[src/rtl/hpx_pkg.sv]
package hpx_pkg;
  typedef enum logic [1:0] {
    ST_IDLE = 2'd0,
    ST_BUSY = 2'd1,
    ST_GAP  = 2'd2
  } seqState_t;

  typedef struct packed {
    logic launch;
    logic launchWr;
    logic loadIn;
  } seqStrobe_t;
endpackage

[src/rtl/hpx_ctrl.sv]
module hpx_ctrl
  import hpx_pkg::*;
(
  input  logic       clk,
  input  logic       rstN,
  input  logic       cfgDone,
  input  logic       outChanged,
  input  logic       expIntN,
  input  logic       smbDone,
  input  logic       smbErr,
  output seqStrobe_t strobe,
  output logic       smbReq,
  output logic       smbWrite,
  output logic       errFlag
);
  seqState_t state;
  logic pendWr;
  logic retried;
  logic idleGo, startWr, startRd;

  assign idleGo  = (state == ST_IDLE) && cfgDone;
  assign startWr = idleGo && pendWr;
  assign startRd = idleGo && !pendWr && !expIntN;
  assign smbReq  = (state == ST_BUSY);

  always_comb begin
    strobe.launch   = startWr || startRd;
    strobe.launchWr = startWr;
    strobe.loadIn   = (state == ST_BUSY) && smbDone && !smbErr && !smbWrite;
  end

  always_ff @(posedge clk or negedge rstN) begin
    if (!rstN) begin
      state    <= ST_IDLE;
      pendWr   <= 1'b0;
      retried  <= 1'b0;
      smbWrite <= 1'b0;
      errFlag  <= 1'b0;
    end else begin
      pendWr <= (pendWr && !startWr) || outChanged;
      case (state)
        ST_IDLE: begin
          if (startWr || startRd) begin
            state    <= ST_BUSY;
            smbWrite <= startWr;
            retried  <= 1'b0;
          end
        end
        ST_BUSY: begin
          if (smbDone) begin
            if (!smbErr) begin
              state <= ST_IDLE;
            end else if (!retried) begin
              state   <= ST_GAP;
              retried <= 1'b1;
            end else begin
              state   <= ST_IDLE;
              errFlag <= 1'b1;
            end
          end
        end
        ST_GAP:  state <= ST_BUSY;
        default: state <= ST_IDLE;
      endcase
    end
  end

  // error flag never clears outside reset
  p_err_sticky_r8: assert property (@(posedge clk) disable iff (!rstN)
    errFlag |=> errFlag);

  // a pending write wins over the interrupt at launch
  p_write_first_r5: assert property (@(posedge clk) disable iff (!rstN)
    ((state == ST_IDLE) && cfgDone && pendWr) |=> (smbReq && smbWrite));

  // nothing starts before configuration completes
  p_no_start_unconfigured_r6: assert property (@(posedge clk) disable iff (!rstN)
    !cfgDone |=> !smbReq);
endmodule

[src/rtl/hpx_dp.sv]
module hpx_dp
  import hpx_pkg::*;
#(
  parameter int          OUT_W   = 8,
  parameter int          IN_W    = 8,
  parameter logic [7:0]  OUT_CMD = 8'h02,
  parameter logic [7:0]  IN_CMD  = 8'h00
) (
  input  logic             clk,
  input  logic             rstN,
  input  seqStrobe_t       strobe,
  input  logic [OUT_W-1:0] hpOut,
  input  logic [7:0]       smbRdData,
  input  logic [3:0]       strapMst,
  input  logic [3:0]       strapSlv,
  output logic             outChanged,
  output logic [7:0]       smbCmd,
  output logic [7:0]       smbWrData,
  output logic [IN_W-1:0]  hpIn,
  output logic [6:0]       masterAddr,
  output logic [6:0]       slaveAddr
);
  logic [OUT_W-1:0] lastOut;
  logic [7:0]       outByte;
  logic             capDone;

  assign outChanged = (hpOut != lastOut);

  always_comb begin
    outByte = '0;
    outByte[OUT_W-1:0] = hpOut;
  end

  always_ff @(posedge clk or negedge rstN) begin
    if (!rstN) begin
      lastOut   <= '0;
      smbCmd    <= '0;
      smbWrData <= '0;
      hpIn      <= '0;
    end else begin
      lastOut <= hpOut;
      if (strobe.launch) smbCmd <= strobe.launchWr ? OUT_CMD : IN_CMD;
      if (strobe.launchWr) smbWrData <= outByte;
      if (strobe.loadIn) hpIn <= smbRdData[IN_W-1:0];
    end
  end

  always_ff @(posedge clk or negedge rstN) begin
    if (!rstN) begin
      capDone    <= 1'b0;
      masterAddr <= '0;
      slaveAddr  <= '0;
    end else if (!capDone) begin
      capDone    <= 1'b1;
      masterAddr <= {3'b101, strapMst};
      slaveAddr  <= {2'b11, strapSlv[3], 1'b0, strapSlv[2:0]};
    end
  end

  // addresses frozen after the one-time capture
  p_addr_frozen_r10: assert property (@(posedge clk) disable iff (!rstN)
    capDone |=> ($stable(masterAddr) && $stable(slaveAddr)));
endmodule

[src/rtl/hpx_hotplug_seq.sv]
module hpx_hotplug_seq
  import hpx_pkg::*;
#(
  parameter int         OUT_W    = 8,
  parameter int         IN_W     = 8,
  parameter logic [6:0] EXP_ADDR = 7'h20,
  parameter logic [7:0] OUT_CMD  = 8'h02,
  parameter logic [7:0] IN_CMD   = 8'h00
) (
  input  logic             clk,
  input  logic             rstN,
  input  logic             cfgDone,
  input  logic [OUT_W-1:0] hpOut,
  output logic [IN_W-1:0]  hpIn,
  input  logic             expIntN,
  input  logic [3:0]       strapMst,
  input  logic [3:0]       strapSlv,
  output logic [6:0]       masterAddr,
  output logic [6:0]       slaveAddr,
  output logic             smbReq,
  output logic             smbWrite,
  output logic [6:0]       smbAddr,
  output logic [7:0]       smbCmd,
  output logic [7:0]       smbWrData,
  input  logic             smbDone,
  input  logic             smbErr,
  input  logic [7:0]       smbRdData
);
  seqStrobe_t strobe;
  logic       outChanged;
  logic       errFlag;

  assign smbAddr = EXP_ADDR;

  hpx_ctrl i_ctrl (
    .clk(clk), .rstN(rstN), .cfgDone(cfgDone), .outChanged(outChanged),
    .expIntN(expIntN), .smbDone(smbDone), .smbErr(smbErr), .strobe(strobe),
    .smbReq(smbReq), .smbWrite(smbWrite), .errFlag(errFlag)
  );

  hpx_dp #(.OUT_W(OUT_W), .IN_W(IN_W), .OUT_CMD(OUT_CMD), .IN_CMD(IN_CMD)) i_dp (
    .clk(clk), .rstN(rstN), .strobe(strobe), .hpOut(hpOut), .smbRdData(smbRdData),
    .strapMst(strapMst), .strapSlv(strapSlv), .outChanged(outChanged),
    .smbCmd(smbCmd), .smbWrData(smbWrData), .hpIn(hpIn),
    .masterAddr(masterAddr), .slaveAddr(slaveAddr)
  );

  // request and its fields held until completion
  p_req_hold_r11: assert property (@(posedge clk) disable iff (!rstN)
    (smbReq && !smbDone) |=> (smbReq && $stable(smbWrite) && $stable(smbCmd)
                              && $stable(smbWrData)));

  // request drops in the cycle after completion
  p_gap_after_done_r7: assert property (@(posedge clk) disable iff (!rstN)
    (smbReq && smbDone) |=> !smbReq);

  // input image changes only on a good read completion
  p_hpin_only_on_read_r3: assert property (@(posedge clk) disable iff (!rstN)
    !(smbReq && smbDone && !smbErr && !smbWrite) |=> $stable(hpIn));
endmodule

[config.mk]
export PLATFORM = sky130hd
export DESIGN_NAME = hpx_hotplug_seq
export DESIGN_NICKNAME = d
export VERILOG_FILES = /design/src/rtl/hpx_pkg.sv /design/src/rtl/hpx_ctrl.sv /design/src/rtl/hpx_dp.sv /design/src/rtl/hpx_hotplug_seq.sv
export SDC_FILE = /design/constraint.sdc
export NUM_CORES = 1
export LEC_CHECK = 0
export ABC_AREA = 0
export BUFFER_PORTS_ARGS = -buffer_cell sky130_fd_sc_hd__buf_2
export CAP_MARGIN = 0
export CORE_MARGIN = 2
export CORE_UTILIZATION = 43
export CTS_BUF_LIST = sky130_fd_sc_hd__clkbuf_4 sky130_fd_sc_hd__clkbuf_8
export DETAILED_ROUTE_END_ITERATION = 7
export GPL_ROUTABILITY_DRIVEN = 0
export MAX_ROUTING_LAYER = met4
export PLACE_DENSITY = 0.75
export SLEW_MARGIN = 10
export SYNTH_ARGS = -nofsm -noshare
export SYNTH_HDL_FRONTEND = slang
export SYNTH_SLANG_ARGS = --single-unit
[constraint.sdc]
create_clock -name clk -period 1.55 [get_ports clk]
set_clock_uncertainty 0.2 [all_clocks]
set_input_delay 0.155 -clock clk [delete_from_list [all_inputs] [get_ports clk]]
set_output_delay 0.155 -clock clk [all_outputs]
set_load 0.005 [all_outputs]
==> results of run 1 <==
## sequential cells by signal, summed over array words and instances, names as in the netlist
| name | count |
|---|---|
| i_ctrl.smbWrite | 1 |
| i_dp.smbCmd | 1 |
| i_ctrl.retried | 1 |
| i_dp.slaveAddr | 5 |
| i_dp.capDone | 1 |
| i_ctrl.state | 2 |
| i_dp.hpIn | 8 |
| i_dp.masterAddr | 4 |
| i_ctrl.pendWr | 1 |
| i_dp.smbWrData | 8 |
| i_dp.lastOut | 8 |
## per-layer routing
metal	up-vias	track usage [%]
met3	2	5.65
met1	530	18.6
met2	47	27.7
met4	0	5.47
met5	-	-
li1	532	-
## metrics by stage
| step | setup WS [ns] | std cells | instance area, sq um |
|---|---|---|---|
| final | 0.0639 | 255 | 2350 |
| after global routing | 0.0272 | 255 | 2350 |
| after CTS | 0.0429 | 254 | 2330 |
| after detailed placement | -0.0162 | 218 | 1920 |
| after global placement | 0.0394 | 218 | 1920 |
| after floorplan | 0.0371 | 129 | 1690 |
## report_power, final
| group | switching (mW) | internal (mW) |
|---|---|---|
| logic | 0.372 | 0.584 |
| registers | 0.153 | 1.34 |
| clock network | 0.347 | 0.568 |
## synthesized netlist by cell type
library cell and count:
a211o_1 1, a21bo_2 1, a21o_2 2, a21oi_1 1
and2b_2 1, and3_2 1, buf_2 1, buf_4 19
buf_6 1, conb_1 2, dfrtp_1 40, mux2_2 24
nand2_1 1, nand2b_1 2, nand3_1 2, nand3_2 1
nand4_1 2, nor2_1 3, o21a_1 1, xnor2_1 8
## tightest hold or removal path, delay by kind of cell
family | cells | cell delay (ns)
compound gates | 1 | 0.08
buf+inv | 1 | 0.08
simple gates | 2 | 0.19
## repair_timing
item / in CTS / in global routing
endpoints found under the hold margin: 75 / 0
resized for setup: 1 / 3
hold buffers: 28 / 0
gates cloned: 0 / 1
endpoints found under the setup margin: 8 / 16
setup buffers: 0 / 0
pin swaps: 0 / 1
## cells by family (layout without fill, tap and decap cells)
kind of cell / after synthesis / after routing / share of synthesized area [%]
AO/OA/AOI/OAI: 6 / 6 / 2.99
AND/OR/NAND/NOR: 13 / 14 / 4.67
multiplexers: 24 / 24 / 16.6
other: 2 / 17 / 0.460
XOR/XNOR: 8 / 8 / 4.29
buffers and inverters: 21 / 98 / 9.73
flip-flops: 40 / 40 / 61.3
## area by class of cell
cell class	count	area share [%]
well taps	48	2.56
multi-input cells	69	23.6
repair buffers	90	25.9
clock inverters	1	1.28
clock buffers	7	4.10
flip-flops and latches	40	42.6
## worst min-delay path by stage
stage	from	end	slack [ns]
floorplan	rstN	i_ctrl.pendWr	-0.34
global placement	rstN	i_dp.masterAddr[3]	-0.11
detailed placement	rstN	i_dp.slaveAddr[1]	-0.09
CTS	expIntN	i_ctrl.state[0]	0.06
global route	expIntN	i_ctrl.state[0]	0.08
finish	expIntN	i_ctrl.state[0]	0.06
==> impl_metrics.toml, run 1 <==
[timing]
fin_tns_setup_ns = 0
final-max-slew-violation-count = 0
finalCritPeriodShare_pct = 95.9
timing.hold.ws_ns = 0.0624
finalHoldViolCount = 0
rsz0062_at_grt = "false"
max_clock_freq_ghz = 0.673
finalSetupViolCount = 0
period_needed_ns = 1.49

[cts]
cts-buffers-inserted = 5
cts_htree_levels = 2
path_clk_slew_ns = 0.07
clock_sinks = 40
clock_path_buffers = 2
insertion_delay_ns = 0.29
root_buffer = "clkbuf_8"
cts_tree = "built"

[global_routing]
antenna_found_initial = 0
grt_pass1_vias = 1133
grt_max_degree = 25
track_usage_pct = 16.5
grt_pass1_wl_microns = 5030
grt_overflow = 0

[logic_synthesis]
synth.avg_cell_area_sq_um = 14.3
yosys_warnings = 0
ys_types = 20
synth_top_area_share_pct = 61.3
syn_area_sq_um = 1630
ys_seq_elements = 40
ys_top_cells_by_area = "dfrtp_1 (61%), mux2_2 (17%), buf_4 (8.7%)"
synthCells = 114
yosysSeqAreaShare_pct = 61.3
yosysTopAreaCell = "dfrtp_1"

[route]
route.met3.wl_microns = 166
num_vias = 1111
top_layer = "met4"
drcViolationCount = 0
wl_per_cell_microns = 12.5
wl_met1_microns = 1340
via_per_inst = 4.36
drtAntennaViolNets = 0
drt_pass1_iterations = 3
wirelength_microns = 3190
drtIter0Drc = 16
route.met2.wl_microns = 1660

[die]
coreArea_sq_um = 3660
start_util_pct = 44.6
dieArea_sq_um = 4310
chipWidth_microns = 65.6
rows = 22
dieHeight_microns = 65.6
ios = 77

[placed_design]
hpwlAfterDp_microns = 2230
port_buffers = 60

[worst_setup_path]
crit_required_ns = 1.52
crit_arrival_ns = 1.46
reg2reg_depth = 3
reg2reg_from = "i_ctrl.state[0]"
worstSetupPathDepth = 5
crit_end = "i_dp.hpIn[5]"
cp_max_fo = 8
crit_path_top_delay_cell = "dlygate4sd3_1"
critPathKind = "input port to register"
r2r_slack_ns = 0.10
rr_endpoint = "i_dp.smbWrData[7]"
critical_path_buf_inv_count = 2
critPathLaunchType = "input port"
cp_top_family = "buffers and inverters"
cp_cell_sequence = "dlygate4sd3_1, buf_2, nor2_1, nand3_4, mux2_2"
slowest_delay_ns = 0.53
cp-startpoint = "smbErr"
end_kind = "register"

[layout]
final_common_cell = "buf_2"
fin_util_pct = 64.2
multiInputGateArea_sq_um = 554
antenna_cells = 0
layout-drive-gt1-share_pct = 49.3
final_cell_mix = "buf_2 (60), dfrtp_1 (40), dlygate4sd3_1 (28)"
synthToLayoutAreaGrowth_pct = 43.9
fill_cells = 253
fin_nets = 236
regArea_sq_um = 1000

[run_status]
status = "completed"

[power]
p_total_mw = 3.37
p_leak_nw = 1.11
vdd_ir_drop_max_mv = 0.774
cellPowerDensity_nw_per_um2 = 1430

[hold_path]
min_path_cells = 4
hp-class = "input port to register"

[job]
max-cap-violations = 0
Note: power is estimated with default switching activity, not from simulation.
==> run 2: changes to the inputs <==
==> constraint.sdc (replaced) <==
create_clock -name clk -period 1.55 [get_ports clk]
set_clock_uncertainty 0.2 [all_clocks]
set_input_delay 0 -clock clk [delete_from_list [all_inputs] [get_ports clk]]
set_output_delay 0 -clock clk [all_outputs]
set_load 0.005 [all_outputs]
==> impl_metrics.toml, run 2 (synthesis gave the netlist of run 1 again) <==
[run_status]
status = "completed"

[power]
p_leak_nw = 1.10
vdd_ir_drop_max_mv = 0.802
cellPowerDensity_nw_per_um2 = 1380

[placed_design]
numPlacedInstances = 218
placed_area_sq_um = 1910
hpwlAfterDp_microns = 2160
port_buffers = 60

[worst_setup_path]
rr_endpoint = "i_dp.smbWrData[6]"
reg2reg_depth = 3
cp_cell_sequence = "nor2_2, and3_4, mux2_2"
slowest_delay_ns = 0.40
cp_top_family = "simple AND/OR/NAND/NOR gates"
end_kind = "register"
crit_required_ns = 1.52
crit_path_top_delay_cell = "dfrtp_1"
r2r_slack_ns = 0.07
crit_arrival_ns = 1.45
critPathLaunchType = "register"
critical_path_buf_inv_count = 0
critPathKind = "register to register"
reg2reg_from = "i_ctrl.state[0]"
cp_max_fo = 5

[global_routing]
grt_pass1_wl_microns = 5120
grtUsageMet3_pct = 5.99
use_met1_pct = 19.3
grt_max_degree = 41
track_usage_pct = 16.6
antenna_found_initial = 0
grt_overflow = 0
grt_pass1_vias = 1142
met2_usage_pct = 26.1
top_usage_layer = "met2"

[layout]
antenna_cells = 0
layout-drive-gt1-share_pct = 49.0
instances_no_fill = 256
final_common_cell = "buf_2"
fin_nets = 237
fill_cells = 292
final_cell_mix = "buf_2 (60), dfrtp_1 (40), dlygate4sd3_1 (29)"
synthToLayoutAreaGrowth_pct = 42.0
finalInstanceArea_sq_um = 2320
reg.largest.list = "i_dp.hpIn (8), i_dp.lastOut (8), i_dp.smbWrData (8)"

[die]
chipWidth_microns = 65.6
coreArea_sq_um = 3660
ios = 77
dieArea_sq_um = 4310
start_util_pct = 44.6
dieHeight_microns = 65.6
rows = 22

[hold_path]
hp-class = "input port to async pin"

[timing]
rsz0062_at_grt = "false"
finalCritPeriodShare_pct = 95.7
finalHoldViolCount = 0
finalSetupViolCount = 0
final-max-slew-violation-count = 0
period_needed_ns = 1.48
max_clock_freq_ghz = 0.674

[cts]
root_buffer = "clkbuf_8"
cts_tree = "built"
cts_htree_levels = 2
clock_path_buffers = 2
post_cts_buffers = 0
insertion_delay_ns = 0.29
clock_sinks = 40
path_clk_slew_ns = 0.07
cts-buffers-inserted = 5

[route]
via_per_inst = 4.37
drcViolationCount = 0
wirelength_microns = 3270
drtIter0Drc = 35
drt_pass1_iterations = 4
num_vias = 1119
drtAntennaViolNets = 0
wl_per_cell_microns = 12.8

[job]
max-cap-violations = 0
[run 2: what timing repair did]
item                                   4_1_cts  5_1_grt
pin swaps                                    0        1
cloned                                       0        1
setup endpoints to repair                    8        2
hold buffers                                29        0
endpoints found under the hold margin       78        0
gates resized for setup                      1        3
[run 2: metal layers]
metal | routed length, microns | part of all wire (%)
met5 | 0 | 0
met4 | 57 | 1.7
met3 | 227 | 6.9
met2 | 1640 | 50
met1 | 1340 | 41
[run 2: through the flow]
stage / TNS, ns / power [mW] / utilization, % / hold WS (ns) / setup WS [ns]
finish: 0 / 3.20 / 63.3 / 0.0841 / 0.0673
CTS: 0 / 3.20 / 62.7 / 0.100 / 0.0348
global route: 0 / 3.40 / 63.3 / 0.168 / 0.0102
floorplan: 0 / 2.00 / - / -0.496 / 0.0371
detailed placement: -0.0159 / 2.39 / 52.1 / -0.116 / -0.0120
global placement: 0 / 2.34 / 52.1 / -0.130 / 0.0431
[run 2: power breakdown]
group	internal [mW]	switching, mW	total [mW]
Sequential	1.34	0.162	1.51
Combinational	0.582	0.382	0.964
Clock	0.398	0.328	0.725
Total	2.32	0.872	3.20
[run 2: worst max path at each step]
stage	cells past startpoint	slack, ns	start	to
6_report	3	0.07	i_ctrl.state[0]	i_dp.smbWrData[6]
5_1_grt	3	0.01	i_ctrl.state[0]	i_dp.smbWrData[6]
4_1_cts	3	0.03	i_ctrl.state[0]	i_dp.smbWrData[6]
3_5_place_dp	3	-0.01	i_ctrl.state[0]	i_dp.smbWrData[6]
3_3_place_gp	3	0.04	i_ctrl.state[0]	i_dp.smbWrData[1]
2_1_floorplan	4	0.04	i_ctrl.state[0]	i_dp.smbWrData[0]
[run 2: final cells by class]
type	instances	area, sq um	area share, %
Sequential cell	40	1000	43.2
Timing Repair Buffer	91	606	26.1
Multi-Input combinational cell	69	554	23.9
Clock buffer	8	97.6	4.21
Tap cell	48	60.1	2.59
[run 2: worst min-delay path, cell delays in order]
cell,delay (ns)
dlygate4sd3_1,0.52
buf_2,0.09
buf_4,0.40
